File: config.mk
export PLATFORM = sky130hd
export DESIGN_NAME = spi_sck_gen
export DESIGN_NICKNAME = d
export VERILOG_FILES = /design/src/rtl/spi_sck_pkg.sv /design/src/rtl/spi_sck_prescaler.sv /design/src/rtl/spi_sck_rate_div.sv /design/src/rtl/spi_sck_edge_seq.sv /design/src/rtl/spi_sck_gen.sv
export SDC_FILE = /design/constraint.sdc
export NUM_CORES = 1
export LEC_CHECK = 0
export BUFFER_PORTS_ARGS = -buffer_cell sky130_fd_sc_hd__buf_4
export CORE_MARGIN = 2
export CORE_UTILIZATION = 40
export CTS_CLUSTER_DIAMETER = 50
export DETAILED_ROUTE_END_ITERATION = 8
export HOLD_SLACK_MARGIN = 0.08
export PLACE_DENSITY = 0.65
export SLEW_MARGIN = 30
export SYNTH_ARGS = -nofsm -noshare
export SYNTH_HDL_FRONTEND = slang
export SYNTH_SLANG_ARGS = --single-unit
File: constraint.sdc
create_clock -name clk -period 3.1 [get_ports clk]
set_input_delay 0.62 -clock clk [delete_from_list [all_inputs] [get_ports clk]]
set_output_delay 0.62 -clock clk [all_outputs]
set_load 0.01 [all_outputs]
File: src/rtl/spi_sck_pkg.sv
package spi_sck_pkg;

  // Position of an edge within one bit cell.
  typedef enum logic {
    EDGE_LEAD  = 1'b0,
    EDGE_TRAIL = 1'b1
  } edge_kind_e;

  // True when this edge is the capture edge for the given phase.
  function automatic logic capture_on(input edge_kind_e kind, input logic pha);
    return (kind == EDGE_LEAD) != pha;
  endfunction

endpackage

File: src/rtl/spi_sck_prescaler.sv
module spi_sck_prescaler #(
  parameter int W = 7
) (
  input  logic         clk,
  input  logic         rst,
  input  logic         clr,
  input  logic [W-1:0] half,
  output logic         tick
);

  logic [W-1:0] cnt_q;

  assign tick = ~clr & (cnt_q == W'(half - 1'b1));

  always_ff @(posedge clk) begin
    if (rst || clr)  cnt_q <= '0;
    else if (tick)   cnt_q <= '0;
    else             cnt_q <= cnt_q + 1'b1;
  end


  pre_range_chk: assert property (@(posedge clk) disable iff (rst)
    cnt_q < half);

endmodule

File: src/rtl/spi_sck_rate_div.sv
module spi_sck_rate_div #(
  parameter int W = 8
) (
  input  logic         clk,
  input  logic         rst,
  input  logic         clr,
  input  logic         tick,
  input  logic [W-1:0] limit,
  output logic         edge_o
);

  logic [W-1:0] cnt_q;

  assign edge_o = tick & (cnt_q == limit);

  always_ff @(posedge clk) begin
    if (rst || clr)  cnt_q <= '0;
    else if (tick)   cnt_q <= edge_o ? '0 : cnt_q + 1'b1;
  end


  rate_range_chk: assert property (@(posedge clk) disable iff (rst)
    cnt_q <= limit);

endmodule

File: src/rtl/spi_sck_edge_seq.sv
module spi_sck_edge_seq
  import spi_sck_pkg::*;
#(
  parameter int LEN_W = 4
) (
  input  logic             clk,
  input  logic             rst,
  input  logic             enable,
  input  logic             start,
  input  logic             cpol,
  input  logic             cpha,
  input  logic [LEN_W-1:0] bits_m1,
  input  logic             edge_i,
  output logic             sck,
  output logic             sample_stb,
  output logic             shift_stb,
  output logic             busy,
  output logic             frame_done
);

  logic [LEN_W:0] ecnt_q, last_q;
  logic           pol_q, pha_q;
  logic           sck_q, smp_q, shf_q, busy_q, done_q;
  edge_kind_e     kind;
  logic           cap;

  assign kind = ecnt_q[0] ? EDGE_TRAIL : EDGE_LEAD;
  assign cap  = capture_on(kind, pha_q);

  always_ff @(posedge clk) begin
    if (rst || !enable) begin
      busy_q <= 1'b0;
      ecnt_q <= '0;
      last_q <= '0;
      pol_q  <= cpol;
      pha_q  <= 1'b0;
      sck_q  <= cpol;
      smp_q  <= 1'b0;
      shf_q  <= 1'b0;
      done_q <= 1'b0;
    end else begin
      smp_q  <= 1'b0;
      shf_q  <= 1'b0;
      done_q <= 1'b0;
      if (!busy_q) begin
        sck_q <= cpol;
        if (start) begin
          busy_q <= 1'b1;
          ecnt_q <= '0;
          last_q <= {bits_m1, 1'b1};
          pol_q  <= cpol;
          pha_q  <= cpha;
        end
      end else if (edge_i) begin
        sck_q  <= ~sck_q;
        ecnt_q <= ecnt_q + 1'b1;
        smp_q  <= cap;
        shf_q  <= ~cap;
        if (ecnt_q == last_q) begin
          busy_q <= 1'b0;
          done_q <= 1'b1;
        end
      end
    end
  end

  assign sck        = sck_q;
  assign sample_stb = smp_q;
  assign shift_stb  = shf_q;
  assign busy       = busy_q;
  assign frame_done = done_q;


  end_level_chk: assert property (@(posedge clk) disable iff (rst)
    done_q |-> sck_q == pol_q);


  strobe_edge_chk: assert property (@(posedge clk) disable iff (rst)
    (smp_q || shf_q) |-> sck_q != $past(sck_q));


  disable_idle_chk: assert property (@(posedge clk) disable iff (rst)
    !enable |=> !busy_q && !smp_q && !shf_q);


  edge_count_chk: assert property (@(posedge clk) disable iff (rst)
    busy_q |-> ecnt_q <= last_q);

endmodule

File: src/rtl/spi_sck_gen.sv
module spi_sck_gen #(
  parameter  int PRE_W    = 8,
  parameter  int RATE_W   = 8,
  parameter  int MAX_BITS = 16,
  localparam int LEN_W    = $clog2(MAX_BITS),
  localparam int HALF_W   = PRE_W - 1
) (
  input  logic              clk,
  input  logic              rst,
  input  logic              enable,
  input  logic              start,
  input  logic              cpol,
  input  logic              cpha,
  input  logic [PRE_W-1:0]  prescale,
  input  logic [RATE_W-1:0] rate,
  input  logic [LEN_W-1:0]  bits_m1,
  output logic              sck,
  output logic              sample_stb,
  output logic              shift_stb,
  output logic              busy,
  output logic              frame_done
);

  logic [HALF_W-1:0] half_cfg, half_q;
  logic [RATE_W-1:0] rate_q;
  logic              accept, clr, tick, edge_w;

  // Bit 0 dropped; zero half (prescale 0 or 1) becomes one, i.e. divide by 2.
  always_comb begin
    half_cfg = prescale[PRE_W-1:1];
    if (half_cfg == '0) half_cfg = HALF_W'(1);
  end

  assign accept = start & enable & ~busy;
  assign clr    = ~busy | ~enable;

  always_ff @(posedge clk) begin
    if (rst) begin
      half_q <= HALF_W'(1);
      rate_q <= '0;
    end else if (accept) begin
      half_q <= half_cfg;
      rate_q <= rate;
    end
  end

  spi_sck_prescaler #(.W(HALF_W)) u_pre (
    .clk  (clk),
    .rst  (rst),
    .clr  (clr),
    .half (half_q),
    .tick (tick)
  );

  spi_sck_rate_div #(.W(RATE_W)) u_rate (
    .clk    (clk),
    .rst    (rst),
    .clr    (clr),
    .tick   (tick),
    .limit  (rate_q),
    .edge_o (edge_w)
  );

  spi_sck_edge_seq #(.LEN_W(LEN_W)) u_seq (
    .clk        (clk),
    .rst        (rst),
    .enable     (enable),
    .start      (start),
    .cpol       (cpol),
    .cpha       (cpha),
    .bits_m1    (bits_m1),
    .edge_i     (edge_w),
    .sck        (sck),
    .sample_stb (sample_stb),
    .shift_stb  (shift_stb),
    .busy       (busy),
    .frame_done (frame_done)
  );


  cfg_hold_chk: assert property (@(posedge clk) disable iff (rst)
    (busy && $past(busy)) |-> $stable(half_q) && $stable(rate_q));

endmodule

# After elaboration in Yosys (flattened, before gate mapping)
# Cells that the tools add are included.
[totals]
register_bits = 46
in_bits = 26
out_inout_bits = 5
elab_cells = 57
[classes]
add_sub_neg = 4
n_eq_ne = 6
mux = 14
bitwise = 12
n_reduce_logical = 9
[op_table]
columns = ["operator", "n"]
rows = [
  ["$mux 5", 3],
  ["$mux 1", 9],
  ["$add 8x1->8 const B", 1],
  ["$eq 8x8->1", 1],
  ["$mux 8", 1],
  ["$add 7x1->7 const B", 1],
  ["$eq 7x7->1", 1],
  ["$logic_not 7->1", 1],
  ["$mux 7", 1],
  ["$not 1->1", 7],
  ["$sub 7x1->7 const B", 1],
  ["$add 5x1->5 const B", 1],
  ["$eq 5x5->1", 1],
  ["$and 1x1->1", 4],
  ["$reduce_and 2->1", 2],
  ["$ne 3x3->1 const B", 1],
  ["$reduce_or 3->1", 1],
  ["$logic_or 1x1->1", 2],
  ["$ne 2x2->1 const B", 1],
  ["$reduce_bool 2->1", 1],
  ["$reduce_or 2->1", 1],
  ["$logic_not 1->1", 1],
  ["$ne 1x1->1", 1],
  ["$or 1x1->1", 1],
]

# Depth between registers and ports, before layout
[logic_depth]
word_depth = 8
ltp_mapped = 9
ltp_nobuf = 8

# By module
# From an unflattened synthesis, not the netlist that was laid out.
[hier_totals]
cells_unflattened = 258
area_unflattened_um2 = 2244.7
[by_module_without_submodules]
columns = ["mod", "n_inst", "cells_each", "area_per_inst_um2", "seq_area_each_um2"]
rows = [
  ["spi_sck_edge_seq", 1, 80, 688.2, 330.3],
  ["spi_sck_gen", 1, 71, 585.6, 300.3],
  ["spi_sck_prescaler", 1, 56, 510.5, 140.1],
  ["spi_sck_rate_div", 1, 51, 460.4, 160.2],
]

# Worst setup path before layout
# Ideal clock, no wire load.
[synth_path]
path_kind = "flip-flop to flip-flop"
startpoint = "register half_q[0]"
endpoint = "register u_seq.ecnt_q[4]"
setup_ns = 0.070
t_arrival_ns = 2.505
t_required_ns = 3.030
slack_ns = 0.525
stages_incl_launch_ff = 9
n_path_buf = 0
period_less_slack_ns = 2.575
cell_sequence = "dfxtp_1 > inv_1 > ha_1 > o21ba_1 > a221o_1 > a21o_1 > or4_4 > or4_1 > a21oi_1"
[synth_via]
elab_chain_len = 6
[synth_rtl]
columns = ["element", "line", "rtl"]
rows = [
  ["start, declared", "spi_sck_gen.sv:24", "logic [HALF_W-1:0] half_cfg, half_q;"],
  ["start signal, assigned", "spi_sck_gen.sv:42", "half_q <= half_cfg;"],
  ["$sub 7x1->7", "spi_sck_prescaler.sv:13", "assign tick = ~clr & (cnt_q == W'(half - 1'b1));"],
  ["$eq 7x7->1", "spi_sck_prescaler.sv:13", ""],
  ["$and 1x1->1", "spi_sck_prescaler.sv:13", ""],
  ["$and 1x1->1", "spi_sck_rate_div.sv:14", "assign edge_o = tick & (cnt_q == limit);"],
  ["$ne 2x2->1 (no line)", "--", ""],
  ["$reduce_and 2->1 (no line)", "--", ""],
  ["end signal, assigned", "spi_sck_edge_seq.sv:56", "ecnt_q <= ecnt_q + 1'b1;"],
  ["end, declared", "spi_sck_edge_seq.sv:21", "logic [LEN_W:0] ecnt_q, last_q;"],
]
# No other way between the ends.
# A chain may end at the register's enable or synchronous reset.

# Worst setup path after layout
# Same ends and word-level chain as after synthesis.

==> insert_results.sql <==
INSERT INTO impl_metrics (metric_group, metric, value, unit) VALUES
('cts', 'tritoncts_num_sinks', '46', ''),
('placed_design', 'port-buffer-count', '29', ''),
('placed_design', 'placedInstanceArea', '2430', 'sq um'),
('detailed_routing', 'drt_drc', '0', ''),
('final_layout', 'drive_above_1_share', '0.157', ''),
('final_layout', 'final_cell_count_no_fill', '356', ''),
('logic_synthesis', 'synth_net_count', '289', ''),
('run', 'max_cap_viol_count', '0', ''),
('cts', 'tritoncts_clock_tree', 'yes', ''),
('grt', 'largest_net_degree_at_the_start_of_global_routing', '18', ''),
('die', 'start_util', '0.418', ''),
('critical_path', 'cpLargestDelayFamily', 'simple AND/OR/NAND/NOR gates', ''),
('placed_design', 'dp_cells', '349', ''),
('logic_synthesis', 'mappedNetlistArea', '2160', 'sq um'),
('die', 'core_area', '5170', 'sq um'),
('logic_synthesis', 'synth_warnings', '0', ''),
('timing', 'fin_tns_setup', '0', 'ns'),
('timing', 'drv_slew', '0', ''),
('detailed_routing', 'ant_nets', '0', ''),
('cts', 'ctsResizeCount', '0', ''),
('placed_design', 'gp_congestion', '0.809', ''),
('cts', 'post-cts-setup-buffer-count', '0', ''),
('timing', 'setup-violations-final', '0', ''),
('power_and_ir_drop', 'cellLeakagePower', '0.000938', 'uW'),
('critical_path', 'crit_path_cell_trace', 'inv_1 -> ha_1 -> o21ba_1 -> a221o_1 -> a21o_1 -> or4_4 -> or4_1 -> a21oi_1', ''),
('die', 'io-pin-count', '31', ''),
('cts', 'clock_tree.root_cell', 'sky130_fd_sc_hd__clkbuf_8', ''),
('power_and_ir_drop', 'power_density_over_the_cells', '423', 'nW/um^2'),
('cts', 'cts_inserted_buffers', '5', ''),
('critical_path', 'critical_path.n_buffers_inverters', '1', ''),
('detailed_routing', 'route.final.wire_length', '4.34', 'mm'),
('logic_synthesis', 'postSynth.asyncResetShare', '0', ''),
('timing', 'final_period_minus_worst_setup_slack', '2.73', 'ns'),
('final_layout', 'antennaDiodeCount', '0', ''),
('grt', 'via_count_of_the_first_global_routing_pass', '1785', ''),
('grt', 'grt_first_pass_wirelength', '7.89', 'mm'),
('grt', 'antenna_found_initial', '0', ''),
('critical_path', 'critical_path.max_stage_delay', '0.55', 'ns'),
('final_layout', 'final_design_area_no_fill', '2510', 'sq um'),
('detailed_routing', 'viasPerCell', '5.09', ''),
('grt', 'grt_util_all_layers', '0.157', ''),
('critical_path', 'critPathSlowestCell', 'sky130_fd_sc_hd__or4_4', ''),
('detailed_routing', 'first_iter_violations', '55', ''),
('critical_path', 'endpoint_kind', 'register', ''),
('logic_synthesis', 'postSynthCellCount', '259', ''),
('critical_path', 'critPathKind', 'register to register', ''),
('die', 'rows', '26', ''),
('power_and_ir_drop', 'worst_ir_drop_vdd', '0.282', 'mV'),
('cts', 'clk_path_buf_depth', '2', ''),
('placed_design', 'dp.final_hpwl', '3.30', 'mm'),
('grt', 'globalRouteOverflowTotal', '0', ''),
('logic_synthesis', 'yosysSeqAreaShare', '0.431', ''),
('timing', 'achievable-frequency', '367', 'MHz'),
('logic_synthesis', 'synth_top_cell_area_share', '0.417', ''),
('detailed_routing', 'via_count', '1812', ''),
('timing', 'rsz_0062_raised_after_global_routing', 'no', ''),
('detailed_routing', 'drt_pass1_iterations', '4', ''),
('critical_path', 'worst-endpoint-required', '3.32', 'ns'),
('logic_synthesis', 'synth_edf_count', '1', ''),
('timing', 'final_hold_viol_count', '0', ''),
('timing', 'skew', '0.00503', 'ns'),
('critical_path', 'worstPathMaxFanout', '5', ''),
('timing', 'worstMarginPinSlew', '0.693', 'ns'),
('logic_synthesis', 'synth_seq_cells', '46', ''),
('timing', 'layout_worst_path_cycle_share', '0.879', ''),
('critical_path', 'arrival', '2.95', 'ns'),
('final_layout', 'layout-area-overhead-vs-synth', '16.1', '%'),
('logic_synthesis', 'synthesis.area_per_instance', '8.35', 'sq um'),
('outcome', 'run_status', 'completed', ''),
('logic_synthesis', 'synth.distinct_cells', '40', ''),
('min_path', 'worst_hold_class', 'register to register', '');
==> cell usage after synthesis, drive strengths merged, types with 2 or more instances <==
| cell | count |
|---|---|
| a21oi | 30 |
| and3 | 3 |
| clkbuf | 10 |
| dfxtp | 45 |
| ha | 4 |
| inv | 5 |
| nand2 | 46 |
| nand2b | 2 |
| nand3 | 14 |
| nand4 | 7 |
| nor2 | 16 |
| nor3 | 7 |
| o21ai | 5 |
| o31ai | 4 |
| or2 | 3 |
| or3 | 3 |
| or4 | 7 |
| xnor2 | 16 |
| xor2 | 15 |
==> where the power goes <==
part	switching, uW	leakage [uW]	internal, uW
Combinational	57.8	0.000524	53.7
Sequential	11.2	0.000375	606
Clock	178	0.0000383	155
==> metrics by stage <==
stage | total power, uW | worst slack (ns)
after global routing | 1120 | 0.124
after global placement | 742 | 0.426
after floorplan | 699 | 0.525
final | 1060 | 0.375
after detailed placement | 744 | 0.392
after CTS | 1080 | 0.369
==> path summary, 6_finish.rpt <==
| check | startpoint | to | slack [ns] | cells past startpoint |
|---|---|---|---|---|
| worst max-delay path | half_q[0] | u_seq.ecnt_q[4] | 0.37 | 8 |
| worst min-delay path | rate_q[7] | rate_q[7] | 0.47 | 2 |
| worst max register to register | half_q[0] | u_seq.ecnt_q[4] | 0.37 | 8 |
| worst min register to register | rate_q[7] | rate_q[7] | 0.47 | 2 |
==> registers in the layout (all words and copies together) (netlist names) <==
signal / flops
u_seq.ecnt_q: 5
u_seq.last_q: 5
u_seq.sample_stb: 1
u_seq.busy: 1
u_seq.pha_q: 1
u_seq.shift_stb: 1
u_seq.frame_done: 1
u_rate.cnt_q: 8
half_q: 7
rate_q: 8
u_seq.sck: 1
u_pre.cnt_q: 7
==> cell families (layout without fill, tap and decap cells) <==
| kind of cell | count (synthesis) | after routing | share of synthesized area |
|---|---|---|---|
| simple gates | 113 | 113 | 0.253 |
| buf+inv | 16 | 43 | 0.0313 |
| compound gates | 48 | 48 | 0.131 |
| flops | 46 | 46 | 0.431 |
| mux | 1 | 1 | 0.00463 |
| xor+xnor | 31 | 31 | 0.126 |
| fa+ha+maj | 4 | 4 | 0.0231 |
==> layout by cell type, fill, tap and decap left out, drive strengths merged <==
| cell | count |
|---|---|
| a2111oi | 1 |
| a21o | 1 |
| a21oi | 30 |
| a221o | 1 |
| and2 | 1 |
| and3 | 3 |
| buf | 31 |
| clkbuf | 7 |
| dfxtp | 45 |
| edfxtp | 1 |
| ha | 4 |
| inv | 5 |
| mux2i | 1 |
| nand2 | 46 |
| nand2b | 2 |
| nand3 | 14 |
| nand3b | 1 |
| nand4 | 7 |
| nand4b | 1 |
| nor2 | 16 |
| nor2b | 1 |
| nor3 | 7 |
| nor3b | 1 |
| o2111ai | 1 |
| o211ai | 1 |
| o21a | 1 |
| o21ai | 5 |
| o21ba | 1 |
| o21bai | 1 |
| o221a | 1 |
| o31ai | 4 |
| or2 | 3 |
| or3 | 3 |
| or4 | 7 |
| xnor2 | 16 |
| xor2 | 15 |
==> final cells by class <==
class                   count  area [sq um]  area share
repair buffers             31           233      0.0927
clock buffers               7          76.3      0.0304
inverters                   5          18.8     0.00748
well taps                  70          87.6      0.0349
multi-input cells         197          1160       0.464
flip-flops and latches     46           931       0.371
==> per-layer routing <==
layer,track usage,vias up,routed length (um)
li1,-,946,-
met1,0.201,826,2060
met2,0.275,35,2070
met3,0.0326,5,166
met4,0.0321,0,38
met5,0,-,0
==> worst register-to-register path: cells and delay by family (launching register included) <==
| kind | cells | cell delay (ns) |
|---|---|---|
| AO/OA/AOI/OAI | 4 | 0.90 |
| buffers and inverters | 1 | 0.07 |
| AND/OR/NAND/NOR | 2 | 1.03 |
| flip-flops | 1 | 0.41 |
| adder cells (fa/ha/maj) | 1 | 0.26 |
Note: power is estimated with default switching activity, not from simulation.
